[src/rtl/dring_pkg.sv]
package dring_pkg;
  localparam int unsigned WORD_W     = 32;
  localparam int unsigned OWN_BIT    = 31;
  localparam int unsigned EOR_BIT    = 21;
  localparam int unsigned NORM_BYTES = 16;
  localparam int unsigned ENH_BYTES  = 32;

  typedef enum logic [2:0] {
    ST_SUSP   = 3'd0,
    ST_RDREQ  = 3'd1,
    ST_RDWAIT = 3'd2,
    ST_HAND   = 3'd3,
    ST_BUSY   = 3'd4,
    ST_WB     = 3'd5
  } dring_state_e;
endpackage

[src/rtl/dring_next_addr.sv]
module dring_next_addr
  import dring_pkg::*;
#(
  parameter int unsigned AW     = 32,
  parameter int unsigned SKIP_W = 5
) (
  input  logic [AW-1:0]     cur_ptr,
  input  logic [AW-1:0]     base_addr,
  input  logic              enh_fmt,
  input  logic [SKIP_W-1:0] skip_words,
  input  logic              wrap,
  output logic [AW-1:0]     next_ptr
);
  logic [AW-1:0] desc_bytes;
  logic [AW-1:0] gap_bytes;

  always_comb begin
    desc_bytes = enh_fmt ? AW'(ENH_BYTES) : AW'(NORM_BYTES);
    gap_bytes  = AW'({skip_words, 2'b00});
    next_ptr   = wrap ? base_addr : (cur_ptr + desc_bytes + gap_bytes);
  end
endmodule

[src/rtl/dring_flags.sv]
module dring_flags (
  input  logic clk,
  input  logic rst_n,
  input  logic poll_demand,
  input  logic rd_accept,
  input  logic rsp_owned_evt,
  input  logic rsp_host_evt,
  input  logic underflow_evt,
  output logic poll_pend_q,
  output logic buf_unavail_q,
  output logic underflow_q
);
  logic poll_pend_d, buf_unavail_d, underflow_d;

  always_comb begin
    poll_pend_d = poll_demand | (poll_pend_q & ~rd_accept);

    buf_unavail_d = buf_unavail_q;
    if (rsp_host_evt)       buf_unavail_d = 1'b1;
    else if (rsp_owned_evt) buf_unavail_d = 1'b0;

    underflow_d = underflow_q;
    if (underflow_evt)      underflow_d = 1'b1;
    else if (rsp_owned_evt) underflow_d = 1'b0;
  end

  always_ff @(posedge clk or negedge rst_n) begin
    if (!rst_n) begin
      poll_pend_q   <= 1'b0;
      buf_unavail_q <= 1'b0;
      underflow_q   <= 1'b0;
    end else begin
      poll_pend_q   <= poll_pend_d;
      buf_unavail_q <= buf_unavail_d;
      underflow_q   <= underflow_d;
    end
  end
endmodule

[src/rtl/dring_fsm.sv]
module dring_fsm
  import dring_pkg::*;
(
  input  logic         clk,
  input  logic         rst_n,
  input  logic         poll_pend,
  input  logic         rd_req_ready,
  input  logic         rd_rsp_valid,
  input  logic         rsp_owned,
  input  logic         desc_ready,
  input  logic         eng_done,
  input  logic         eng_underflow,
  input  logic         wr_ready,
  output dring_state_e state_q
);
  dring_state_e state_d;

  always_comb begin
    state_d = state_q;
    unique case (state_q)
      ST_SUSP:   if (poll_pend)    state_d = ST_RDREQ;
      ST_RDREQ:  if (rd_req_ready) state_d = ST_RDWAIT;
      ST_RDWAIT: if (rd_rsp_valid) state_d = rsp_owned ? ST_HAND : ST_SUSP;
      ST_HAND:   if (desc_ready)   state_d = ST_BUSY;
      ST_BUSY: begin
        if (eng_underflow)  state_d = ST_SUSP;
        else if (eng_done)  state_d = ST_WB;
      end
      ST_WB:     if (wr_ready)     state_d = ST_RDREQ;
      default:                     state_d = ST_SUSP;
    endcase
  end

  always_ff @(posedge clk or negedge rst_n) begin
    if (!rst_n) state_q <= ST_SUSP;
    else        state_q <= state_d;
  end
endmodule

[src/rtl/desc_ring_fetch.sv]
module desc_ring_fetch
  import dring_pkg::*;
#(
  parameter int unsigned AW     = 32,
  parameter int unsigned SKIP_W = 5
) (
  input  logic              clk,
  input  logic              rst_n,
  input  logic              cfg_base_we,
  input  logic [AW-1:0]     cfg_base_wdata,
  input  logic              cfg_enh_fmt,
  input  logic [SKIP_W-1:0] cfg_skip_words,
  input  logic              poll_demand,
  output logic              rd_req_valid,
  input  logic              rd_req_ready,
  output logic [AW-1:0]     rd_req_addr,
  input  logic              rd_rsp_valid,
  input  logic [WORD_W-1:0] rd_rsp_data,
  output logic              desc_valid,
  input  logic              desc_ready,
  output logic [AW-1:0]     desc_addr,
  output logic [WORD_W-1:0] desc_word0,
  input  logic              eng_done,
  input  logic              eng_underflow,
  output logic              wr_valid,
  input  logic              wr_ready,
  output logic [AW-1:0]     wr_addr,
  output logic [WORD_W-1:0] wr_data,
  output logic [AW-1:0]     cur_ptr,
  output logic              st_suspended,
  output logic              st_poll_pending,
  output logic              st_buf_unavail,
  output logic              st_underflow
);
  localparam logic [WORD_W-1:0] OWN_MASK = WORD_W'(1) << OWN_BIT;

  dring_state_e      state_q;
  logic [AW-1:0]     base_q, base_d;
  logic [AW-1:0]     ptr_q, ptr_d, ptr_next;
  logic [WORD_W-1:0] word0_q, word0_d;
  logic              cfg_load, rd_accept, rsp_take, rsp_owned;
  logic              advance, in_busy, poll_pend;

  // event decode
  always_comb begin
    in_busy   = (state_q == ST_BUSY);
    cfg_load  = cfg_base_we && (state_q == ST_SUSP);
    rd_accept = rd_req_valid && rd_req_ready;
    rsp_take  = (state_q == ST_RDWAIT) && rd_rsp_valid;
    rsp_owned = rd_rsp_data[OWN_BIT];
    advance   = (state_q == ST_WB) && wr_ready;
  end

  dring_fsm u_fsm (
    .clk           (clk),
    .rst_n         (rst_n),
    .poll_pend     (poll_pend),
    .rd_req_ready  (rd_req_ready),
    .rd_rsp_valid  (rd_rsp_valid),
    .rsp_owned     (rsp_owned),
    .desc_ready    (desc_ready),
    .eng_done      (eng_done),
    .eng_underflow (eng_underflow),
    .wr_ready      (wr_ready),
    .state_q       (state_q)
  );

  dring_next_addr #(.AW(AW), .SKIP_W(SKIP_W)) u_next (
    .cur_ptr    (ptr_q),
    .base_addr  (base_q),
    .enh_fmt    (cfg_enh_fmt),
    .skip_words (cfg_skip_words),
    .wrap       (word0_q[EOR_BIT]),
    .next_ptr   (ptr_next)
  );

  dring_flags u_flags (
    .clk           (clk),
    .rst_n         (rst_n),
    .poll_demand   (poll_demand),
    .rd_accept     (rd_accept),
    .rsp_owned_evt (rsp_take && rsp_owned),
    .rsp_host_evt  (rsp_take && !rsp_owned),
    .underflow_evt (in_busy && eng_underflow),
    .poll_pend_q   (poll_pend),
    .buf_unavail_q (st_buf_unavail),
    .underflow_q   (st_underflow)
  );

  // pointer, base and captured word: next-state
  always_comb begin
    base_d  = base_q;
    ptr_d   = ptr_q;
    word0_d = word0_q;
    if (cfg_load) begin
      base_d = cfg_base_wdata;
      ptr_d  = cfg_base_wdata;
    end else if (advance) begin
      ptr_d  = ptr_next;
    end
    if (rsp_take && rsp_owned) word0_d = rd_rsp_data;
  end

  always_ff @(posedge clk or negedge rst_n) begin
    if (!rst_n) begin
      base_q  <= '0;
      ptr_q   <= '0;
      word0_q <= '0;
    end else begin
      base_q  <= base_d;
      ptr_q   <= ptr_d;
      word0_q <= word0_d;
    end
  end

  // outputs
  always_comb begin
    rd_req_valid    = (state_q == ST_RDREQ);
    rd_req_addr     = ptr_q;
    desc_valid      = (state_q == ST_HAND);
    desc_addr       = ptr_q;
    desc_word0      = word0_q;
    wr_valid        = (state_q == ST_WB);
    wr_addr         = ptr_q;
    wr_data         = word0_q & ~OWN_MASK;
    cur_ptr         = ptr_q;
    st_suspended    = (state_q == ST_SUSP);
    st_poll_pending = poll_pend;
  end
endmodule

[config.mk]
export PLATFORM = sky130hd
export DESIGN_NAME = desc_ring_fetch
export DESIGN_NICKNAME = d
export VERILOG_FILES = /design/src/rtl/dring_pkg.sv /design/src/rtl/dring_next_addr.sv /design/src/rtl/dring_flags.sv /design/src/rtl/dring_fsm.sv /design/src/rtl/desc_ring_fetch.sv
export SDC_FILE = /design/constraint.sdc
export NUM_CORES = 1
export LEC_CHECK = 0
export ABC_AREA = 1
export CAP_MARGIN = 30
export CORE_ASPECT_RATIO = 1.1
export CORE_MARGIN = 3
export CORE_UTILIZATION = 30
export CTS_BUF_LIST = sky130_fd_sc_hd__clkbuf_16
export DETAILED_ROUTE_END_ITERATION = 8
export GPL_TIMING_DRIVEN = 0
export SYNTH_ARGS = -nofsm -noshare
export SYNTH_HDL_FRONTEND = slang
export SYNTH_SLANG_ARGS = --single-unit
[constraint.sdc]
create_clock -name clk -period 2.5 [get_ports clk]
set_input_delay 0.25 -clock clk [delete_from_list [all_inputs] [get_ports clk]]
set_output_delay 0.25 -clock clk [all_outputs]
set_load 0.01 [all_outputs]
# After elaboration in Yosys (flattened, before gate mapping)
# Index checks and enable logic that the tools add are counted.
# totals
elab_cells	52
ff_bits	102
output_inout_bits	199
input_bits	80
# op_classes
mux	16
bitwise_logic	3
reduce_logical	13
add_sub_neg	2
n_eq_ne	11
# op_table
op	count
$mux 32	3
$add 32x32->32	1
$add 32x7->32	1
$mux 3	7
$pmux 3 s6	1
$ne 2x1->1 const B	4
$logic_and 1x1->1	7
$eq 3x2->1 const B	2
$eq 3x3->1 const B	2
$mux 6	1
$reduce_and 6->1	1
$reduce_bool 2->1	3
$eq 3x1->1 const B	1
$logic_not 3->1	1
$mux 1	3
$ne 3x3->1 const B	1
$mux 2	1
$ne 2x2->1 const B	1
$and 1x1->1	1
$logic_not 1->1	1
$not 1->1	1
$or 1x1->1	1

# Depth between registers and ports, before layout
# Gate-level depths: netlist (run 1).
# depth
word_depth	6
depth_mapped	14
ltp_nobuf	14

# Cells and area by module
# Synthesis (run 1) repeated with hierarchy kept, for this count alone.
# unflattened
cells_unflattened	998
hier_area_um2	6939.2
# modules_own_cells
module	cells_each	area_each_um2	instances	seq_area_each_um2
desc_ring_fetch	625	5044.8	1	2402.3
dring_next_addr	315	1503.9	1	0.0
dring_fsm	44	274.0	1	75.1
dring_flags	14	116.4	1	75.1

# Worst setup path before layout (run 1)
# No wires, ideal clock.
# synth_timing
path_kind	flip-flop to flip-flop
from	reg ptr_q[4], in the netlist cur_ptr[4]
to	reg ptr_q[23], in the netlist cur_ptr[23]
setup_slack_ns	0.263
arrival_time_ns	2.121
required_time_ns	2.384
period_less_slack_ns	2.237
path_buffers	0
path_stages_with_launch	13
setup_time_ns	0.116
cell_sequence	dfrtp_1 > fa_1 > fa_1 > nand3_1 > nand3_2 > nand3_1 > nand2_1 > nand2_1 > nand2_1 > nand2_1 > nand2_1 > nand2_1 > nand2_1
# synth_via
elab_chain_len	5
# synth_lines
item	line	source
start, declared	desc_ring_fetch.sv:39	logic [AW-1:0] ptr_q, ptr_d, ptr_next;
start signal, assigned	desc_ring_fetch.sv:111	ptr_q <= ptr_d;
$add 32x32->32	dring_next_addr.sv:20	next_ptr = wrap ? base_addr : (cur_ptr + desc_bytes + gap_bytes);
$add 32x7->32	dring_next_addr.sv:20	
$mux 32	dring_next_addr.sv:20	
$mux 32	desc_ring_fetch.sv:98	end else if (advance) begin
$mux 32	desc_ring_fetch.sv:95	if (cfg_load) begin
# No other way between the ends. The select of a mux whose other input is x is not followed.
# A chain may end at the register's enable or synchronous reset.

# Final worst setup path (run 1)
# layout_timing
from	in cfg_enh_fmt
to	reg ptr_q[15], in the netlist cur_ptr[15]
# layout_via
elab_chain_len	6
# layout_lines
item	line	source
start, declared	desc_ring_fetch.sv:11	input logic cfg_enh_fmt,
$mux 6	dring_next_addr.sv:18	desc_bytes = enh_fmt ? AW'(ENH_BYTES) : AW'(NORM_BYTES);
$add 32x32->32	dring_next_addr.sv:20	
$add 32x7->32	dring_next_addr.sv:20	
$mux 32	dring_next_addr.sv:20	
$mux 32	desc_ring_fetch.sv:98	
$mux 32	desc_ring_fetch.sv:95	
# No other way between the ends. The select of a mux whose other input is x is not followed.

==> results of run 1 <==
kinds of logic after synthesis:
kind of cell,Yosys count
flops,102
buf+inv,251
other cells,1
compound gates,103
xor+xnor,6
simple gates,428
fa+ha+maj,11
worst paths after layout:
kind | startpoint | end | slack, ns
worst max-delay path | cfg_enh_fmt | cur_ptr[15] | 0.09
worst min-delay path | rst_n | desc_word0[3] | 0.41
worst max register to register | cur_ptr[3] | cur_ptr[15] | 0.12
worst min register to register | base_q[2] | base_q[2] | 0.48
max in group asynchronous | rst_n | cur_ptr[5] | 1.36
min in group clk | rd_rsp_data[14] | desc_word0[14] | 0.42
sequential cells by signal (all words and copies together) (netlist names):
signal,count
u_flags.underflow_q,1
base_q,32
u_flags.poll_pend_q,1
cur_ptr,32
u_flags.buf_unavail_q,1
desc_word0,32
u_fsm.state_q,3
worst max-delay path: stages:
cell and delay [ns]:
clkdlybuf4s50_1 0.51, inv_1 0.08, fa_2 0.51, fa_2 0.39, nand3_1 0.10, nand3_2 0.12
nand3_1 0.14, nand2_2 0.10, nand2_1 0.07, nand3_1 0.13, a21oi_1 0.19, nor2_1 0.05
power by group through the flow:
stage	Combinational (mW)	Sequential (mW)	Clock, mW
floorplan	4.69	3.37	0
global placement	8.93	3.43	0
detailed placement	9.00	3.44	0
CTS	9.04	3.44	1.44
global route	9.81	3.58	1.50
finish	8.99	3.42	1.40
cell type report:
type                            count  share of cell area, %
Buffer                            155                   11.2
Clock buffer                        9                   2.22
Clock inverter                      7                  0.630
Inverter                           96                   3.60
Multi-Input combinational cell    549                   25.8
Sequential cell                   102                   25.2
Tap cell                          290                   3.58
Timing Repair Buffer              280                   27.8
routing by layer:
metal / GRT usage, % / share of wire, % / vias to the layer above
met3: 5.27 / 8.3 / 26
met2: 31.8 / 49 / 236
met4: 5.68 / 1.8 / 2
li1: - / - / 3268
met5: 0 / 0.059 / -
met1: 20.8 / 41 / 2943
placed cells by master (no fill, tap or decap), drive strengths merged:
cell type / Yosys / routed
a22o: 1 / 1
buf: 148 / 151
clkdlybuf4s50: 0 / 276
dlygate4sd3: 0 / 1
o22ai: 3 / 3
ha: 8 / 8
o21ai: 48 / 48
nand2: 296 / 296
o21a: 1 / 1
fa: 3 / 3
clkinv: 1 / 2
o211ai: 4 / 4
dfrtp: 102 / 102
xor2: 3 / 3
conb: 1 / 1
nand3b: 4 / 4
xnor2: 3 / 3
a211oi: 4 / 4
nand4: 4 / 4
nor2: 59 / 59
a21oi: 39 / 39
clkbuf: 7 / 16
nor3: 9 / 9
a21o: 1 / 1
nand3: 55 / 55
clkinvlp: 0 / 2
inv: 95 / 99
or2: 1 / 1
a31oi: 2 / 2
stage by stage:
step | power, mW | area, µm² | hold WS (ns)
detailed placement | 12.4 | 9790 | 0.275
CTS | 13.9 | 10100 | 0.404
finish | 13.8 | 10100 | 0.409
floorplan | 8.06 | 6630 | -0.0456
global route | 14.9 | 10100 | 0.425
global placement | 12.4 | 9770 | 0.454
what timing repair did:
item,in CTS,in global routing
endpoints found under the hold margin,40,0
pin swaps,1,1
endpoints found under the setup margin,10,14
buffers inserted,1,0
hold buffers,1,0
gates resized for setup,2,9
==> results.txt, run 1 <==
run status - complete, no violations
dpl cells - 1470
FILL cells - 2187
# setup viols final - 0
GR Util All Layers - 17.9%
largest family of logic cells by synthesized area - simple AND/OR/NAND/NOR gates
synth top area cells - dfrtp_1 38%, nand2_1 16%, buf_4 15%
Multi-input gate area - 2620 µm²
Synth Flop Type - dfrtp_1
xor and xnor area share after synthesis - 0.793%
Synth Area in Adders - 2.42%
CORE AREA - 21500 µm²
Detail Placement HPWL - 17.4 mm
combinational share of power - 65.1%
# DRC - 0
post-synth top area share - 38.5%
clock power share - 10.2%
final net count - 1284
register area share after synthesis - 38.5%
Starting Density - 30.8%
FF/Latch Area - 2550 µm²
Final Worst Setup Slack - 0.0942 ns
Post-DRT Antenna Nets - 0
Non-Filler Instances - 1488
first-pass GRT wire length - 34.1 mm
final WL - 21.9 mm
fraction of registers with async set/reset - 100%
CTS Buf Count - 9
Max Slew Vio Count - 0
synth cell count leaders - 287 x nand2_1, 132 x buf_4, 102 x dfrtp_1
Clock Skew - 0.0120 ns
Post-Synth Simple-Gate Area - 27.2%
RSZ-0062 raised after global routing - yes
largest net degree at the start of global routing - 63
Req. time, crit path - 2.75 ns
slew margin rel. - 47.6%
Sequential Power Share - 24.8%
CTS tree - done
Final TNS setup - 0 ns
critical path arrival - 2.65 ns
area delta synth->final - 52.9%
PD cells - 1360 nW/µm²
Sw Share - 41.0%
Critical Path Sink Type - register
Synth Area in Compound Gates - 8.47%
# Max-Cap Violations - 0
CTS clk-pin slew, worst paths - 0.08 ns
CTS Buffer Depth - 2
post-place setup slack - -0.522 ns
TritonRoute pass-1 iters - 5
logic depth of the worst register-to-register path - 11
drt via density - 4.35
Tmin final - 2.41 ns
Mapped Cells - 902
row cnt - 56
CP max FO - 4
Fin. Hold Viols - 0
Period Utilization, post-route - 96.2%
Switch Pwr - 5.66 mW
antenna cell count - 0
synth unique cells - 40
initial antenna violation count - 1
Synth Register Bits - 102
mux cell area share after synthesis - 0%
Post-synth EDFFs - 0
class of the worst hold path - in -> async
final core utilization - 47.1%
measured slew at the worst slew-check pin - 0.786 ns
Max IR drop VDD - 0.000526 V
WS Path Type - in -> reg
via count - 6475
I/O Buffers - 277
CP Launch Type - primary input
Syn Area/Cell - 7.35 µm²
Die Area - 23900 µm²
share of cells above drive strength 1 - 17.1%
Clk Latency, worst-skew pair - 0.36 ns
Top Ports - 279
post-synth top area cell - dfrtp_1
vias in the first global route - 6446
Post-Synthesis Net Count - 993
H-Tree Level Count - 3
Die W - 148 µm
Die Y-Extent - 162 µm
Pint - 8.15 mW
yosys warns - 0
top-count cell post-synth - nand2_1
CTS root buffer - clkbuf_16
Leak Pwr - 4.91 nW
grt ovf - 0
Final Wtd Congestion - 0.955
wire per inst - 14.7 µm
Syn Std Cell Area - 6630 µm²
CTS sink cnt - 102
Peak Freq - 416 MHz
Iter 0 DRT Violations - 224
No activity file was read; power rests on OpenSTA's default activity.
==> inputs of run 2 (changes only) <==
Settings changed: CORE_UTILIZATION 30 to 37, PLACE_DENSITY set to 0.71.
==> run 2 against run 1 <==
Effect of this change: final cell count is 3.8% lower; die area down 18%; non-clock buffer count did not move; via count is 1.4% higher; count of clock-buffer cells in the layout did not move; global-route usage is 4.5 points higher; first-iteration DRC count rose by 39%; critical path depth unchanged; maximum frequency increased by 2.5%; critical endpoint unchanged.
==> results.txt, run 2 (synthesized netlist as in run 1, its figures left out) <==
run status - complete, no violations (unchanged)
FF/Latch Area - 2560 µm² (was 2550 µm²)
via count - 6568 (was 6475)
placed cell areas - 9720 µm² (was 9790 µm²)
final net count - 1284 (unchanged)
Clk Latency, worst-skew pair - 0.35 ns (was 0.36 ns)
CTS Buf Count - 9 (unchanged)
measured slew at the worst slew-check pin - 0.817 ns (was 0.786 ns)
Fin. Hold Viols - 0 (unchanged)
Die Area - 19600 µm² (was 23900 µm²)
area of all placed cells without fillers - 10100 µm² (about the same)
critical path arrival - 2.59 ns (was 2.65 ns)
Period Utilization, post-route - 93.9% (was 96.2%)
busiest metal layer after global routing - met2 (unchanged)
Max IR drop VDD - 0.000657 V (was 0.000526 V)
CTS clk-pin slew, worst paths - 0.08 ns (about the same)
CTS root buffer - clkbuf_16 (unchanged)
antenna cell count - 0 (unchanged)
largest net degree at the start of global routing - 68 (was 63)
r2r endpoint - cur_ptr[13] (was cur_ptr[15])
final WL - 21.8 mm (was 21.9 mm)
commonest cells after routing, fill and taps aside - 284 x nand2_1, 276 x clkdlybuf4s50_1, 134 x buf_4 (was 285 x nand2_1, 276 x clkdlybuf4s50_1, 134 x buf_4)
Die W - 134 µm (was 148 µm)
CP Launch Type - primary input (unchanged)
dpl cells - 1414 (was 1470)
Crit Reg-Reg Startpoint - cur_ptr[5] (was cur_ptr[3])
met2 Use GR - 41.0% (was 31.8%)
grt ovf - 0 (unchanged)
slew margin rel. - 45.5% (was 47.6%)
met1 Use GR - 24.7% (was 20.8%)
M3 GR Usage - 6.44% (was 5.27%)
GR Util All Layers - 22.5% (was 17.9%)
Post-DRT Antenna Nets - 0 (unchanged)
initial antenna violation count - 0 (was 1)
# Max-Cap Violations - 0 (unchanged)
post-place setup slack - -0.495 ns (was -0.522 ns)
Detail Placement HPWL - 17.4 mm (about the same)
Worst R2R Setup Slack - 0.16 ns (was 0.12 ns)
CORE AREA - 17300 µm² (was 21500 µm²)
PD cells - 1380 nW/µm² (was 1360 nW/µm²)
vias in the first global route - 6757 (was 6446)
drt via density - 4.59 (was 4.35)
# DRC - 0 (unchanged)
Starting Density - 38.4% (was 30.8%)
first-pass GRT wire length - 34.9 mm (was 34.1 mm)
Non-Filler Instances - 1432 (was 1488)
# setup viols final - 0 (unchanged)
total power - 13.9 mW (was 13.8 mW)
commonest non-fill, non-tap cell in the layout - nand2_1 (unchanged)
CTS sink cnt - 102 (unchanged)
Critical Path Sink Type - register (unchanged)
Multi-input gate area - 2620 µm² (about the same)
FILL cells - 1675 (was 2187)
Max Slew Vio Count - 0 (unchanged)
Peak Freq - 426 MHz (was 416 MHz)
Req. time, crit path - 2.75 ns (about the same)
area delta synth->final - 51.9% (was 52.9%)
logic depth of the worst register-to-register path - 11 (unchanged)
row cnt - 50 (was 56)
Iter 0 DRT Violations - 312 (was 224)
share of cells above drive strength 1 - 17.3% (was 17.1%)
CTS Buffer Depth - 2 (unchanged)
Die Y-Extent - 146 µm (was 162 µm)
Tmin final - 2.35 ns (was 2.41 ns)
Critical Path Source - cfg_enh_fmt (unchanged)
H-Tree Level Count - 3 (unchanged)
TritonRoute pass-1 iters - 5 (unchanged)
I/O Buffers - 277 (unchanged)
Final Worst Setup Slack - 0.153 ns (was 0.0942 ns)
CP max FO - 4 (unchanged)
CTS tree - done (unchanged)
Clock Skew - 0.0103 ns (was 0.0120 ns)
Top Ports - 279 (unchanged)
Leak Pwr - 4.90 nW (was 4.91 nW)
WS Path Type - in -> reg (unchanged)
wire per inst - 15.2 µm (was 14.7 µm)
class of the worst hold path - in -> async (unchanged)
Final Wtd Congestion - 1.00 (was 0.955)
==> run 2: cell count changes in the layout (fill, tap and decap cells not counted) <==
cell | previous run | this run
dfrtp_1 | 100 | 99
dfrtp_2 | 2 | 3
nand2_1 | 285 | 284
clkinv_4 | 1 | 2
nand2_2 | 8 | 9
inv_8 | 2 | 3
inv_6 | 2 | 0
==> run 2: worst max-delay path by stage <==
stage | depth (start not counted) | end
after floorplan | 12 | cur_ptr[23]
after global placement | 1 | base_q[7]
after detailed placement | 12 | cur_ptr[15]
after CTS | 11 | cur_ptr[13]
after global routing | 12 | cur_ptr[15]
final | 12 | cur_ptr[15]
==> run 2: through the flow <==
| step | util (%) | TNS [ns] | hold WS (ns) |
|---|---|---|---|
| final | 58.3 | 0 | 0.387 |
| after global routing | 58.3 | -0.0151 | 0.419 |
| after CTS | 58.1 | 0 | 0.415 |
| after detailed placement | 56.3 | -6.85 | 0.252 |
| after global placement | 56.2 | -291.60 | 0.458 |
| after floorplan | - | 0 | -0.0456 |
==> run 2: metal layers <==
| layer | routed length [µm] | vias up | part of all wire [%] |
|---|---|---|---|
| met1 | 8450 | 2987 | 39 |
| met2 | 11000 | 270 | 50 |
| li1 | - | 3276 | - |
| met4 | 563 | 0 | 2.6 |
| met3 | 1790 | 35 | 8.2 |
| met5 | 0 | - | 0 |
==> run 2: final cells by class <==
type                            instances  share of cell area, %
Tap cell                              234                   2.91
Buffer                                155                   11.3
Inverter                               96                   3.63
Clock inverter                          7                  0.658
Timing Repair Buffer                  280                   28.0
Clock buffer                            9                   2.24
Multi-Input combinational cell        549                   26.0
Sequential cell                       102                   25.4
==> run 2: power breakdown <==
part / leakage [nW] / internal (mW) / switching (mW)
logic: 3.54 / 5.01 / 4.06
registers: 1.23 / 2.45 / 0.958
clock network: 0.138 / 0.701 / 0.693
total: 4.90 / 8.16 / 5.71
==> run 2: worst max-delay path, cell delays in order <==
cell and delay [ns]:
clkdlybuf4s50_1 0.51, inv_1 0.07, fa_2 0.48, fa_2 0.38, nand3_1 0.10, nand3_2 0.13, nand3_2 0.12, nand2_2 0.10
nand2_1 0.07, nand3_1 0.12, a21oi_1 0.20, nor2_1 0.05
==> run 2: repair_timing <==
item / CTS / global route
gates resized for setup: 1 / 12
buffers inserted: 1 / 0
endpoints found under the setup margin: 10 / 11
hold buffers: 1 / 0
endpoints found under the hold margin: 35 / 0
pin swaps: 1 / 3
==> inputs of run 3 (changes only) <==
Settings changed: PLACE_DENSITY 0.71 to 0.74, SETUP_SLACK_MARGIN set to 0.3.
Clock period 2.5 ns to 2.15 ns, I/O delays scaled along.
==> run 3 against run 2 <==
Effect of this change: the run now ends with setup timing left; global-route usage rose by 0.12 points; worst setup slack got worse by 0.19 ns; routed wire length rose by 2.5%; clock power rose by 31%; sequential share of layout area fell by 1.0 points; non-clock buffer count rose by 13; count of clock-buffer cells in the layout did not move; critical endpoint is now cur_ptr[18]; largest cell class unchanged.
==> results.txt, run 3 (synthesized netlist as in run 1, its figures left out) <==
run status - finished with violations (was complete, no violations)
failing checks - setup timing
commonest cells after routing, fill and taps aside - 271 x clkdlybuf4s50_1, 263 x nand2_1, 143 x buf_4 (was 284 x nand2_1, 276 x clkdlybuf4s50_1, 134 x buf_4)
Req. time, crit path - 2.43 ns (was 2.75 ns)
Period Utilization, post-route - 102%
CTS root buffer - clkbuf_16 (unchanged)
GR Util All Layers - 22.6% (was 22.5%)
CP Launch Type - register (was primary input)
class of the worst hold path - in -> reg (was in -> async)
FILL cells - 1545 (was 1675)
CTS clk-pin slew, worst paths - 0.08 ns (about the same)
Clk Latency, worst-skew pair - 0.36 ns (was 0.35 ns)
CTS tree - done (unchanged)
row cnt - 50 (unchanged)
CTS sink cnt - 102 (unchanged)
Top Ports - 279 (unchanged)
Die Area - 19600 µm² (unchanged)
Die Y-Extent - 146 µm (unchanged)
# setup viols final - 15 (was 0)
slew margin rel. - 48.8% (was 45.5%)
Multi-input gate area - 2930 µm² (was 2620 µm²)
final WL - 22.3 mm (was 21.8 mm)
antenna cell count - 0 (unchanged)
# Max-Cap Violations - 0 (unchanged)
CTS Buf Count - 9 (unchanged)
first-pass GRT wire length - 35.0 mm (was 34.9 mm)
hold_sp - rd_rsp_data[16]
I/O Buffers - 277 (unchanged)
drt via density - 4.60 (was 4.59)
Critical Path Source - cur_ptr[5] (was cfg_enh_fmt)
WS Path Type - reg -> reg (was in -> reg)
largest net degree at the start of global routing - 54 (was 68)
busiest metal layer after global routing - met2 (unchanged)
measured slew at the worst slew-check pin - 0.768 ns (was 0.817 ns)
Post-DRT Antenna Nets - 0 (unchanged)
Final Wtd Congestion - 0.958 (was 1.00)
CTS Buffer Depth - 2 (unchanged)
total power - 17.1 mW (was 13.9 mW)
CORE AREA - 17300 µm² (unchanged)
Max Slew Vio Count - 0 (unchanged)
hold slack - 0.390 ns (was 0.387 ns)
critical path arrival - 2.47 ns (was 2.59 ns)
CP max FO - 6 (was 4)
grt ovf - 0 (unchanged)
Detail Placement HPWL - 17.1 mm (was 17.4 mm)
area delta synth->final - 59.1% (was 51.9%)
Crit Reg-Reg Startpoint - cur_ptr[5] (unchanged)
vias in the first global route - 6766 (was 6757)
Critical Path Sink Type - register (unchanged)
final net count - 1297 (was 1284)
Leak Pwr - 5.11 nW (was 4.90 nW)
Peak Freq - 457 MHz
Iter 0 DRT Violations - 302 (was 312)
FF/Latch Area - 2570 µm² (was 2560 µm²)
Final Worst Setup Slack - -0.0367 ns (was 0.153 ns)
Starting Density - 38.4% (unchanged)
Die W - 134 µm (unchanged)
share of cells above drive strength 1 - 23.3% (was 17.3%)
via count - 6646 (was 6568)
met1 Use GR - 25.4% (was 24.7%)
initial antenna violation count - 0 (unchanged)
commonest non-fill, non-tap cell in the layout - clkdlybuf4s50_1 (was nand2_1)
Clock Skew - 0.0132 ns (was 0.0103 ns)
Fin. Hold Viols - 0 (unchanged)
Max IR drop VDD - 0.000732 V (was 0.000657 V)
# DRC - 0 (unchanged)
RSZ-0062 raised after global routing - yes
TritonRoute pass-1 iters - 5 (unchanged)
M3 GR Usage - 6.75% (was 6.44%)
H-Tree Level Count - 3 (unchanged)
Tmin final - 2.19 ns
PD cells - 1630 nW/µm² (was 1380 nW/µm²)
met2 Use GR - 40.3% (was 41.0%)
wire per inst - 15.4 µm (was 15.2 µm)
## run 3: cell types whose count changed in the layout (fill, tap and decap cells not counted), moves of 6 or more
cell / before / now
dfrtp_2: 3 / 13
dfrtp_1: 99 / 89
nand2_4: 2 / 12
nand3_1: 51 / 37
a21oi_1: 35 / 29
nand2_1: 284 / 263
nand3_2: 4 / 13
buf_4: 134 / 143
a21oi_2: 4 / 10
nand2_2: 9 / 19
## run 3: repair_timing
item | in CTS | in global routing
buffers inserted | 11 | 3
hold buffers | 1 | 0
pin swaps | 19 | 16
resized for setup | 43 | 43
endpoints found under the setup margin | 36 | 42
endpoints found under the hold margin | 49 | 0
## run 3: per-stage QoR
| step | worst slack (ns) | instance area, µm² | util (%) | TNS (ns) | std cells |
|---|---|---|---|---|---|
| floorplan | 0.0494 | 6710 | - | 0 | 902 |
| global placement | -3.46 | 9780 | 56.6 | -325.70 | 1413 |
| detailed placement | -0.642 | 9800 | 56.8 | -12.25 | 1414 |
| CTS | -0.0431 | 10400 | 60.1 | -0.150 | 1442 |
| global route | -0.152 | 10500 | 61.1 | -2.43 | 1445 |
| finish | -0.0367 | 10500 | 61.1 | -0.231 | 1445 |
## run 3: worst max-delay path, cell delays in order, from the launching register on
cell and delay, ns:
dfrtp_2 0.42, fa_2 0.57, ha_4 0.25, nand2_4 0.10, nand3_4 0.15, nand2_2 0.13, nand2_4 0.08, nand2_1 0.08
nand2_1 0.06, nand3_2 0.09, nand2_2 0.07, a21oi_2 0.11
## run 3: worst paths after layout
| check | to | slack (ns) | cells after the start |
|---|---|---|---|
| min reg2reg | base_q[3] | 0.48 | 2 |
| min in group asynchronous | desc_word0[8] | 0.44 | 2 |
| min | desc_word0[16] | 0.39 | 3 |
| max | cur_ptr[18] | -0.04 | 11 |
| max reg2reg | cur_ptr[18] | -0.04 | 11 |
| max in group asynchronous | cur_ptr[6] | 0.98 | 3 |
## run 3: final cells by class
type	instances	area share, %
Multi-Input combinational cell	549	27.8
Timing Repair Buffer	293	27.8
Sequential cell	102	24.4
Buffer	155	10.7
Inverter	96	3.46
Tap cell	234	2.78
Clock buffer	9	2.14
Clock inverter	7	0.973
## run 3: report_power, final
group | switching (mW) | internal [mW] | leakage (nW)
Sequential | 1.08 | 2.86 | 1.22
Combinational | 5.15 | 6.24 | 3.73
Clock | 0.778 | 1.04 | 0.162
## run 3: layer usage
metal,routed length [µm],part of all wire (%)
met1,8420,38
met2,11400,51
met3,2040,9.1
met4,394,1.8
met5,0,0
